### src/rtl/fbg_pkg.sv
package fbg_pkg;
  parameter int FBG_WHOLE_W = 16;
  parameter int FBG_FRAC_W  = 6;
endpackage

### src/rtl/fbg_div_regs.sv
module fbg_div_regs #(
  parameter int IW = fbg_pkg::FBG_WHOLE_W,
  parameter int FW = fbg_pkg::FBG_FRAC_W
) (
  input  logic          clk,
  input  logic          rst_n,
  input  logic          whole_wr,
  input  logic [IW-1:0] whole_wdata,
  input  logic          frac_wr,
  input  logic [FW-1:0] frac_wdata,
  input  logic          lcr_wr,
  output logic [IW-1:0] hold_whole,
  output logic [FW-1:0] hold_frac,
  output logic [IW-1:0] run_whole,
  output logic [FW-1:0] run_frac
);
  // holding registers: software-visible, never drive the counter directly
  always_ff @(posedge clk or negedge rst_n) begin
    if (!rst_n) begin
      hold_whole <= '0;
      hold_frac  <= '0;
    end else begin
      if (whole_wr) hold_whole <= whole_wdata;
      if (frac_wr)  hold_frac  <= frac_wdata;
    end
  end

  // running divisor: both parts move together on a line-control write
  always_ff @(posedge clk or negedge rst_n) begin
    if (!rst_n) begin
      run_whole <= '0;
      run_frac  <= '0;
    end else if (lcr_wr) begin
      run_whole <= hold_whole;
      run_frac  <= hold_frac;
    end
  end
endmodule

### src/rtl/fbg_frac_acc.sv
module fbg_frac_acc #(
  parameter int FW = fbg_pkg::FBG_FRAC_W
) (
  input  logic          clk,
  input  logic          rst_n,
  input  logic          clear,
  input  logic          advance,
  input  logic [FW-1:0] frac,
  output logic [FW-1:0] acc,
  output logic          carry
);
  // sum of accumulator and fraction, one bit wider to expose the carry
  function automatic logic [FW:0] frac_sum(input logic [FW-1:0] a, input logic [FW-1:0] f);
    return {1'b0, a} + {1'b0, f};
  endfunction

  logic [FW:0] sum_w;
  assign sum_w = frac_sum(acc, frac);
  assign carry = sum_w[FW];

  always_ff @(posedge clk or negedge rst_n) begin
    if (!rst_n)       acc <= '0;
    else if (clear)   acc <= '0;
    else if (advance) acc <= sum_w[FW-1:0];
  end
endmodule

### src/rtl/fbg_period_cnt.sv
module fbg_period_cnt #(
  parameter int IW = fbg_pkg::FBG_WHOLE_W
) (
  input  logic          clk,
  input  logic          rst_n,
  input  logic          clear,
  input  logic          run,
  input  logic [IW-1:0] whole,
  input  logic          extend,
  output logic [IW-1:0] cnt,
  output logic          period_end
);
  // index of the last cycle of the current period: whole - 1 + extend
  function automatic logic [IW:0] last_index(input logic [IW-1:0] w, input logic e);
    return {1'b0, w} - {{IW{1'b0}}, 1'b1} + {{IW{1'b0}}, e};
  endfunction

  logic [IW:0] last_w;
  assign last_w     = last_index(whole, extend);
  assign period_end = run && ({1'b0, cnt} == last_w);

  always_ff @(posedge clk or negedge rst_n) begin
    if (!rst_n)          cnt <= '0;
    else if (clear)      cnt <= '0;
    else if (period_end) cnt <= '0;
    else if (run)        cnt <= cnt + 1'b1;
  end
endmodule

### src/rtl/frac_baud_gen.sv
module frac_baud_gen #(
  parameter int IW = fbg_pkg::FBG_WHOLE_W,
  parameter int FW = fbg_pkg::FBG_FRAC_W
) (
  input  logic          clk,
  input  logic          rst_n,
  input  logic          uart_en,
  input  logic          whole_wr,
  input  logic [IW-1:0] whole_wdata,
  input  logic          frac_wr,
  input  logic [FW-1:0] frac_wdata,
  input  logic          lcr_wr,
  output logic          os_tick,
  output logic          div_valid
);
  logic [IW-1:0] hold_whole, run_whole, cnt_q;
  logic [FW-1:0] hold_frac, run_frac, acc_q;
  logic          div_ok, run_en, restart, carry_w, period_end;

  fbg_div_regs #(.IW(IW), .FW(FW)) regs_i (
    .clk(clk), .rst_n(rst_n),
    .whole_wr(whole_wr), .whole_wdata(whole_wdata),
    .frac_wr(frac_wr), .frac_wdata(frac_wdata),
    .lcr_wr(lcr_wr),
    .hold_whole(hold_whole), .hold_frac(hold_frac),
    .run_whole(run_whole), .run_frac(run_frac)
  );

  // a zero whole part is the only reachable out-of-range value at this width
  assign div_ok  = (run_whole != '0);
  assign run_en  = uart_en && div_ok;
  assign restart = lcr_wr || !uart_en;

  fbg_frac_acc #(.FW(FW)) acc_i (
    .clk(clk), .rst_n(rst_n),
    .clear(restart), .advance(period_end),
    .frac(run_frac), .acc(acc_q), .carry(carry_w)
  );

  fbg_period_cnt #(.IW(IW)) cnt_i (
    .clk(clk), .rst_n(rst_n),
    .clear(restart), .run(run_en),
    .whole(run_whole), .extend(carry_w),
    .cnt(cnt_q), .period_end(period_end)
  );

  assign os_tick   = period_end;
  assign div_valid = div_ok;
endmodule

### config.mk
export PLATFORM = sky130hd
export DESIGN_NAME = frac_baud_gen
export DESIGN_NICKNAME = d
export VERILOG_FILES = /design/src/rtl/fbg_pkg.sv /design/src/rtl/fbg_div_regs.sv /design/src/rtl/fbg_frac_acc.sv /design/src/rtl/fbg_period_cnt.sv /design/src/rtl/frac_baud_gen.sv
export SDC_FILE = /design/constraint.sdc
export NUM_CORES = 1
export LEC_CHECK = 0
export ABC_AREA = 1
export BUFFER_PORTS_ARGS = -buffer_cell sky130_fd_sc_hd__buf_2
export CORE_MARGIN = 2
export CORE_UTILIZATION = 40
export CTS_CLUSTER_DIAMETER = 50
export DETAILED_ROUTE_END_ITERATION = 10
export GPL_TIMING_DRIVEN = 0
export HOLD_SLACK_MARGIN = 0.08
export SLEW_MARGIN = 10
export SYNTH_ARGS = -nofsm -noshare
export SYNTH_HDL_FRONTEND = slang
export SYNTH_SLANG_ARGS = --single-unit
### constraint.sdc
create_clock -name clk -period 5.9 [get_ports clk]
set_input_delay 0.59 -clock clk [delete_from_list [all_inputs] [get_ports clk]]
set_output_delay 0.59 -clock clk [all_outputs]
set_load 0.05 [all_outputs]
# [Word level (Yosys, flattened, before mapping)]
# Cells that the tools add are included.
[word_totals] ff_bits=66 input_bits=28 word_cells=23
[classes] addsub=4 n_eq_ne=1 mux=5 reduce_logical=7
[ops] operator="$mux 16" count=3
[ops] operator="$add 17x1->17" count=1
[ops] operator="$eq 16x17->1" count=1
[ops] operator="$sub 16x1->17 const B" count=1
[ops] operator="$add 16x1->16 const B" count=1
[ops] operator="$reduce_bool 16->1" count=1
[ops] operator="$mux 6" count=2
[ops] operator="$add 6x6->7" count=1
[ops] operator="$reduce_bool 3->1" count=1
[ops] operator="$logic_and 1x1->1" count=2
[ops] operator="$reduce_bool 2->1" count=1
[ops] operator="$logic_not 1->1" count=1
[ops] operator="$logic_or 1x1->1" count=1

# [Longest topological paths before layout]
# Gate-level depths: netlist (run 1).
[depth] ltp_word=6 ltp_mapped=24 ltp_nobuf=23

# [Modules after synthesis]
# A second synthesis (run 1) with hierarchy kept.
[hier_totals] cells_unflattened=546 area_unflattened_um2=3931.3
[modules_own_cells] module="fbg_period_cnt" instances=1 cells_per_inst=286 area_each_um2=1736.7
[modules_own_cells] module="fbg_div_regs" instances=1 cells_per_inst=186 area_each_um2=1675.4
[modules_own_cells] module="fbg_frac_acc" instances=1 cells_per_inst=56 area_each_um2=447.9
[modules_own_cells] module="frac_baud_gen" instances=1 cells_per_inst=18 area_each_um2=71.3

# [Worst setup path after synthesis (run 1)]
# Ideal clock, no wire load.
[synth_timing] path_type="flip-flop to output port" start="register acc_i.acc[0]" end="output os_tick" arrival_time_ns=3.400 t_required_ns=5.310 slack_ns=1.910 stages_incl_launch_ff=18 path_buffers=0 path_cell_list="dfrtp_1 > ha_1 > inv_1 > fa_1 > nor2_1 > o21ai_0 > nand2_1 > nand2_1 > nand2_1 > a21oi_1 > ha_1 > ha_1 > nand2_2 > nor2_1 > nand2_1 > xor2_1 > nand4_1 > nor3_1"
[synth_between] elab_chain_cells=4
[synth_lines] element="start: declaration" line="fbg_frac_acc.sv:9" text="output logic [FW-1:0] acc,"
[synth_lines] element="start signal: assignment" line="fbg_frac_acc.sv:24" text="else if (advance) acc <= sum_w[FW-1:0];"
[synth_lines] element="$add 6x6->7" line="fbg_frac_acc.sv:14" text="return {1'b0, a} + {1'b0, f};"
[synth_lines] element="$add 17x1->17" line="fbg_period_cnt.sv:15" text="return {1'b0, w} - {{IW{1'b0}}, 1'b1} + {{IW{1'b0}}, e};"
[synth_lines] element="$eq 16x17->1" line="fbg_period_cnt.sv:20" text="assign period_end = run && ({1'b0, cnt} == last_w);"
[synth_lines] element="$logic_and 1x1->1" line="fbg_period_cnt.sv:20"
[synth_lines] element="end: declaration" line="frac_baud_gen.sv:13" text="output logic os_tick,"
# Every way passes these cells.

# [Worst setup path after layout (run 1)]
# Ends and elaborated chain as after synthesis.

==> impl_metrics.toml, run 1 <==
[outcome]
status = "completed"

[floorplan]
start_util_pct = 41.4
core_um2 = 9240
num_rows = 35
die_y_um = 102
die_w_um = 102
io_pins = 30
dieArea_um2 = 10400

[critical_path]
path_common_cell = "nand2_1"
worstPathCellList = "ha_1 > inv_1 > fa_1 > nor2_1 > o21ai_0 > nand2_1 > nand2_1 > nand2_1 > a21oi_1 > ha_1 > ha_1 > nand2_2 > nor2_4 > nand2_1 > nand2_1 > nand4_1 > nor2_1 > nand3_1 > nor3_1 > buf_2"
end_kind = "output port"
worst_ep_required_time_ns = 5.31
path_class = "flop to output port"
critPathTopFamily = "simple AND/OR/NAND/NOR gates"
cp-start-kind = "flop"
cp_max_fo = 5
cp_num_buf_inv = 2
cpMaxStageDelayCell = "dfrtp_1"
critical_path.max_stage_delay_ns = 0.41
critPathArrivalTime_ns = 3.54

[clock_tree]
cts_buffer_depth = 2
cts_buffers = 9
post-cts-setup-buffers = 0
path_clk_slew_ns = 0.08
cts.repair.resized = 0
cts_tree = "yes"
clock_latency_ns = 0.35
cts_hold_buffers = 0
h-tree-depth = 3
clock-sinks = 66
cts_root_buf = "clkbuf_8"

[yosys]
yosysSeqAreaShare_pct = 43.2
yosys_warnings = 0
syn_area_per_cell_um2 = 8.01
synth.distinct_cells = 33
synth.area.mux_share_pct = 3.83
synth_top_family_by_area = "simple AND/OR/NAND/NOR gates"
synth-seq-cells = 66
synth_cells = 477
syn_nets = 515
synth-compound-area-share_pct = 5.57
synth_simple_gate_area_share_pct = 29.6
synthAdderAreaFrac_pct = 3.47
synth_area_um2 = 3820
synthXorXnorAreaFrac_pct = 6.42

[pwr]
ir_drop_v = 0.000143
switching_share_pct = 28.9
power_mw = 1.11
power.density_nw_per_um2 = 254
seqPwrFrac_pct = 46.1
p_clk_share_pct = 38.5
power.static_leakage_nw = 2.16
power_switching_mw = 0.321
internal-power_mw = 0.789
p_comb_share_pct = 15.4

[layout]
areaGrowthSynthToFinish_pct = 14.1
layout_common_cells = "nand2_1, dfrtp_1, inv_1"
drive_gt1_share_pct = 17.7
fillerInstances = 930
layout_commonest_cell = "nand2_1"
nets = 555
insertedDiodeCount = 0

[grt]
antenna_found_initial = 0
grt_max_degree = 45
grt_pass1_wl_um = 13800
grt_pass1_vias = 2989
overflow = 0
track_usage_pct = 17.5

[min_path]
min_path_type = "primary input to asynchronous set/reset pin"

[sta]
period_minus_slack_ns = 4.13
setup_viol = 0
timing.hold.ws_ns = 0.127
tns_ns = 0
drv_slew = 0
period_share_pct = 70.0
rsz0062_at_grt = "false"
max_slew_margin_pct = 66.1
max_freq_mhz = 242
finClkSkew_ns = 0.0102
hold_viol = 0
tightest_slew_ns = 0.508

[job]
max_cap_viol_count = 0

[place]
dp_hpwl_um = 6130
gp_congestion = 0.856
io_buffers = 28

[detailed_routing]
vias_per_cell = 4.68
num_vias = 3045
drt_wl_total_um = 7960
ant_nets = 0
wire_per_inst_um = 12.2
drt_iter0_markers = 117
drc = 0
dr.pass1.iters = 4
==> metal layers <==
layer | GRT usage [%] | vias to the layer above | wire length (um)
met5 | 0 | - | 0
met4 | 7.80 | 0 | 178
met3 | 4.00 | 16 | 337
met2 | 27.3 | 56 | 3560
met1 | 23.2 | 1390 | 3880
li1 | - | 1583 | -
==> power groups by stage <==
stage	combinational (mW)	sequential [mW]	clock, mW
floorplan	0.126	0.512	0
global placement	0.166	0.518	0
detailed placement	0.172	0.520	0
CTS	0.173	0.511	0.436
global route	0.200	0.517	0.458
finish	0.171	0.511	0.427
==> worst register-to-register path, cell delays in order (launching register included) <==
cell and delay (ns):
dfrtp_1 0.39, ha_1 0.22, inv_1 0.07, fa_1 0.40, nor2_1 0.11, o21ai_0 0.08
nand2_1 0.07, nand2_1 0.06, nand2_1 0.08, a21oi_1 0.07, ha_1 0.21, ha_1 0.25
nand2_2 0.14, nand2_1 0.11, nand3_1 0.08, nand2_1 0.08, nor2_1 0.13, nand3_1 0.13
nor2_4 0.25, nand2_4 0.09, nand2_4 0.09, buf_12 0.14, nor2_2 0.04
==> final timing paths <==
kind	depth (start not counted)	from	slack (ns)	to
max	20	acc_i.acc[0]$_DFFE_PN0P_	1.77	os_tick
min	1	rst_n	0.13	acc_i.acc[4]$_DFFE_PN0P_
max reg2reg	22	regs_i.run_frac[0]$_DFFE_PN0P_	2.52	cnt_i.cnt[5]$_DFFE_PN0P_
min reg2reg	2	regs_i.hold_whole[6]$_DFFE_PN0P_	0.47	regs_i.run_whole[6]$_DFFE_PN0P_
max in group asynchronous	2	rst_n	5.24	regs_i.hold_whole[6]$_DFFE_PN0P_
min in group clk	3	whole_wdata[13]	0.44	regs_i.hold_whole[13]$_DFFE_PN0P_
==> registers in the layout (all words and copies together) (netlist names) <==
| register | flops |
|---|---|
| regs_i.hold_frac | 6 |
| cnt_i.cnt | 16 |
| acc_i.acc | 6 |
| regs_i.run_frac | 6 |
| regs_i.run_whole | 16 |
| regs_i.hold_whole | 16 |
==> metrics by stage <==
step / setup WS [ns] / instance area (um2) / std cells / utilization, %
after floorplan: 1.91 / 3820 / 477 / -
after global placement: 2.16 / 4120 / 634 / 44.6
after detailed placement: 2.12 / 4150 / 635 / 44.9
after CTS: 1.73 / 4360 / 650 / 47.2
after global routing: 1.42 / 4360 / 650 / 47.2
final: 1.77 / 4360 / 650 / 47.2
==> cells by family (layout without fill, tap and decap cells) <==
| logic type | count (synthesis) | after routing |
|---|---|---|
| adders and majority gates | 10 | 10 |
| and+or+nand+nor | 248 | 248 |
| AOI/OAI and AO/OA | 40 | 40 |
| muxes | 13 | 13 |
| xor gates and xnor gates | 28 | 28 |
| buffers and inverters | 72 | 116 |
| DFF | 66 | 66 |
==> cell usage after synthesis <==
cell type	count	share of area, %
fa_1	1	0.52
a31oi_1	1	0.16
clkbuf_2	1	0.13
buf_4	1	0.20
nand2_1	133	13
nor2_4	4	1.2
a21o_1	1	0.20
clkbuf_1	8	0.79
buf_6	1	0.29
nand3_2	6	1.6
inv_1	59	5.8
nand3_1	22	2.9
dfrtp_1	66	43
a21oi_1	4	0.52
xor2_1	20	4.6
xnor2_1	8	1.8
nor3_1	5	0.65
and3_1	2	0.33
o22ai_1	1	0.16
o21ai_2	1	0.23
buf_2	1	0.13
nand3b_1	2	0.39
nor2_2	12	2.0
buf_12	1	0.52
nand2_4	2	0.59
nand4_1	13	2.1
or2_2	1	0.16
nor2_1	43	4.2
o21ai_0	31	4.1
ha_1	9	2.9
a31o_2	1	0.23
mux2_2	13	3.8
nand2_2	3	0.49
==> final cells by class <==
class                      instances  area (um2)  area share [%]
buffer                            13        78.8            1.81
clock buffer                       9         124            2.84
clock inverter                     6        92.6            2.12
inverter                          59         221            5.08
multi-input combinational        339        1870            42.9
sequential                        66        1650            37.9
tap                              129         161            3.70
timing repair buffer              29         163            3.73
No activity file was read; power rests on OpenSTA's default activity.
==> run 2, diff against run 1 <==
clock period = 3.9 ns   (was 5.9 ns; I/O delays follow)
==> run 2 against run 1 <==
Combinational power up 58%; die area unchanged; sequential cell count unchanged; via count unchanged; sequential share of layout area down 0.60 points; worst setup slack worse by 1.5 ns; power up 52%; first-iteration DRC count down 17%; cell area up 1.6%; critical path depth up 1; non-clock buffer count up 4; critical path type unchanged; critical endpoint unchanged.
==> impl_metrics.toml, run 2 (synthesis results as in run 1) <==
[outcome]
status = "completed"

[critical_path]
worst_ep_required_time_ns = 3.51
critPathArrivalTime_ns = 3.24
end_kind = "output port"
cp-start-kind = "flop"
r2r_slack_ns = 0.66
crit_start = "regs_i.run_frac[0]$_DFFE_PN0P_"
r2r-start = "regs_i.run_frac[0]$_DFFE_PN0P_"
path_class = "flop to output port"
cp_max_fo = 5

[clock_tree]
clock_latency_ns = 0.35
h-tree-depth = 3
cts_tree = "yes"
path_clk_slew_ns = 0.08
clock-sinks = 66
cts_buffers = 9
cts_buffer_depth = 2
cts_root_buf = "clkbuf_8"

[sta]
max_slew_margin_pct = 66.1
tightest_slew_ns = 0.508
rsz0062_at_grt = "false"
setup_viol = 0
finClkSkew_ns = 0.0116
tns_ns = 0
period_share_pct = 93.2
max_freq_mhz = 275
hold_viol = 0
period_minus_slack_ns = 3.63
drv_slew = 0

[floorplan]
core_um2 = 9240
num_rows = 35
die_w_um = 102
dieArea_um2 = 10400
io_pins = 30
die_y_um = 102
start_util_pct = 41.4

[layout]
final-seq-area_um2 = 1650
insertedDiodeCount = 0
utilization_pct = 48.0
final_area_um2 = 4430
multi_input_area_um2 = 1900
fillerInstances = 921
reg.largest.list = "cnt_i.cnt: 16 flops, regs_i.hold_whole: 16 flops, regs_i.run_whole: 16 flops"
layout_commonest_cell = "nand2_1"
layout_common_cells = "nand2_1, dfrtp_1, inv_1"
nets = 559
areaGrowthSynthToFinish_pct = 16.0
drive_gt1_share_pct = 19.4

[detailed_routing]
drt_iter0_markers = 97
wire_per_inst_um = 12.3
drt_wl_total_um = 8050
ant_nets = 0
drc = 0
dr.pass1.iters = 4
vias_per_cell = 4.66
num_vias = 3045

[place]
io_buffers = 28
gp_congestion = 0.856
dpl_cell_area_um2 = 4150
dp_hpwl_um = 6130

[grt]
grt_pass1_wl_um = 13800
track_usage_pct = 17.5
overflow = 0
antenna_found_initial = 0
grt_max_degree = 45
grt_pass1_vias = 2989

[pwr]
power_mw = 1.69
power.density_nw_per_um2 = 381
ir_drop_v = 0.000218
power.static_leakage_nw = 2.18

[min_path]
min_path_type = "primary input to flop"
hp-start = "whole_wdata[13]"

[job]
max_cap_viol_count = 0
-- run 2: critical path, stage by stage, from the launching register on --
cell and delay, ns:
dfrtp_1 0.39, ha_2 0.22, inv_1 0.06, fa_2 0.34
nor2_1 0.11, o21ai_1 0.06, nand2_1 0.07, nand2_1 0.06
nand2_1 0.10, a21oi_2 0.06, ha_2 0.20, ha_4 0.18
inv_1 0.08, nand2_1 0.06, nand3_1 0.08, nand2_1 0.07
inv_1 0.05, nand4_1 0.11, nor2_1 0.11, nand3_1 0.10
nor3_2 0.21, buf_6 0.19
-- run 2: per-stage QoR --
step	std cells	setup slack (ns)	hold slack (ns)
after detailed placement	635	0.320	0.315
after CTS	651	0.00525	0.236
after global routing	654	0.00965	0.247
final	654	0.266	0.244
after floorplan	477	0.110	0.0944
after global placement	634	0.359	0.459
-- run 2: final cells by class --
type	instances	share of cell area (%)
clock buffers	9	2.80
clock inverters	6	2.09
inverters	59	5.00
repair buffers	33	4.55
flip-flops and latches	66	37.3
plain buffers	13	1.78
multi-input cells	339	42.9
well taps	129	3.64
-- run 2: timing repair --
action                                  in CTS  in global routing
hold buffers                                 1                  0
pin swaps                                    0                  3
gates resized for setup                      2                  9
endpoints found under the setup margin       1                  1
hold endpoints to repair                    22                  0
buffers inserted                             0                  3
-- run 2: path summary, 6_finish.rpt --
check / to / cells after the start
worst max-delay path: os_tick / 21
worst min-delay path: regs_i.hold_whole[13]$_DFFE_PN0P_ / 3
worst max register to register: cnt_i.cnt[5]$_DFFE_PN0P_ / 22
worst min register to register: regs_i.run_whole[6]$_DFFE_PN0P_ / 2
max in group asynchronous: regs_i.run_whole[10]$_DFFE_PN0P_ / 3
min in group asynchronous: regs_i.hold_frac[3]$_DFFE_PN0P_ / 2
-- run 2: metal layers --
metal | GRT usage, % | up-vias | share of wire [%]
met4 | 7.80 | 0 | 2.0
li1 | - | 1594 | -
met1 | 23.2 | 1395 | 50
met3 | 4.00 | 13 | 3.0
met5 | 0 | - | 0
met2 | 27.3 | 43 | 45
-- run 2: power by group --
part           total [mW]  leakage (nW)  switching [mW]  internal, mW
Clock               0.645         0.102           0.287         0.358
Sequential          0.773         0.838          0.0400         0.733
Combinational       0.270          1.24           0.162         0.108
Total                1.69          2.18           0.489          1.20
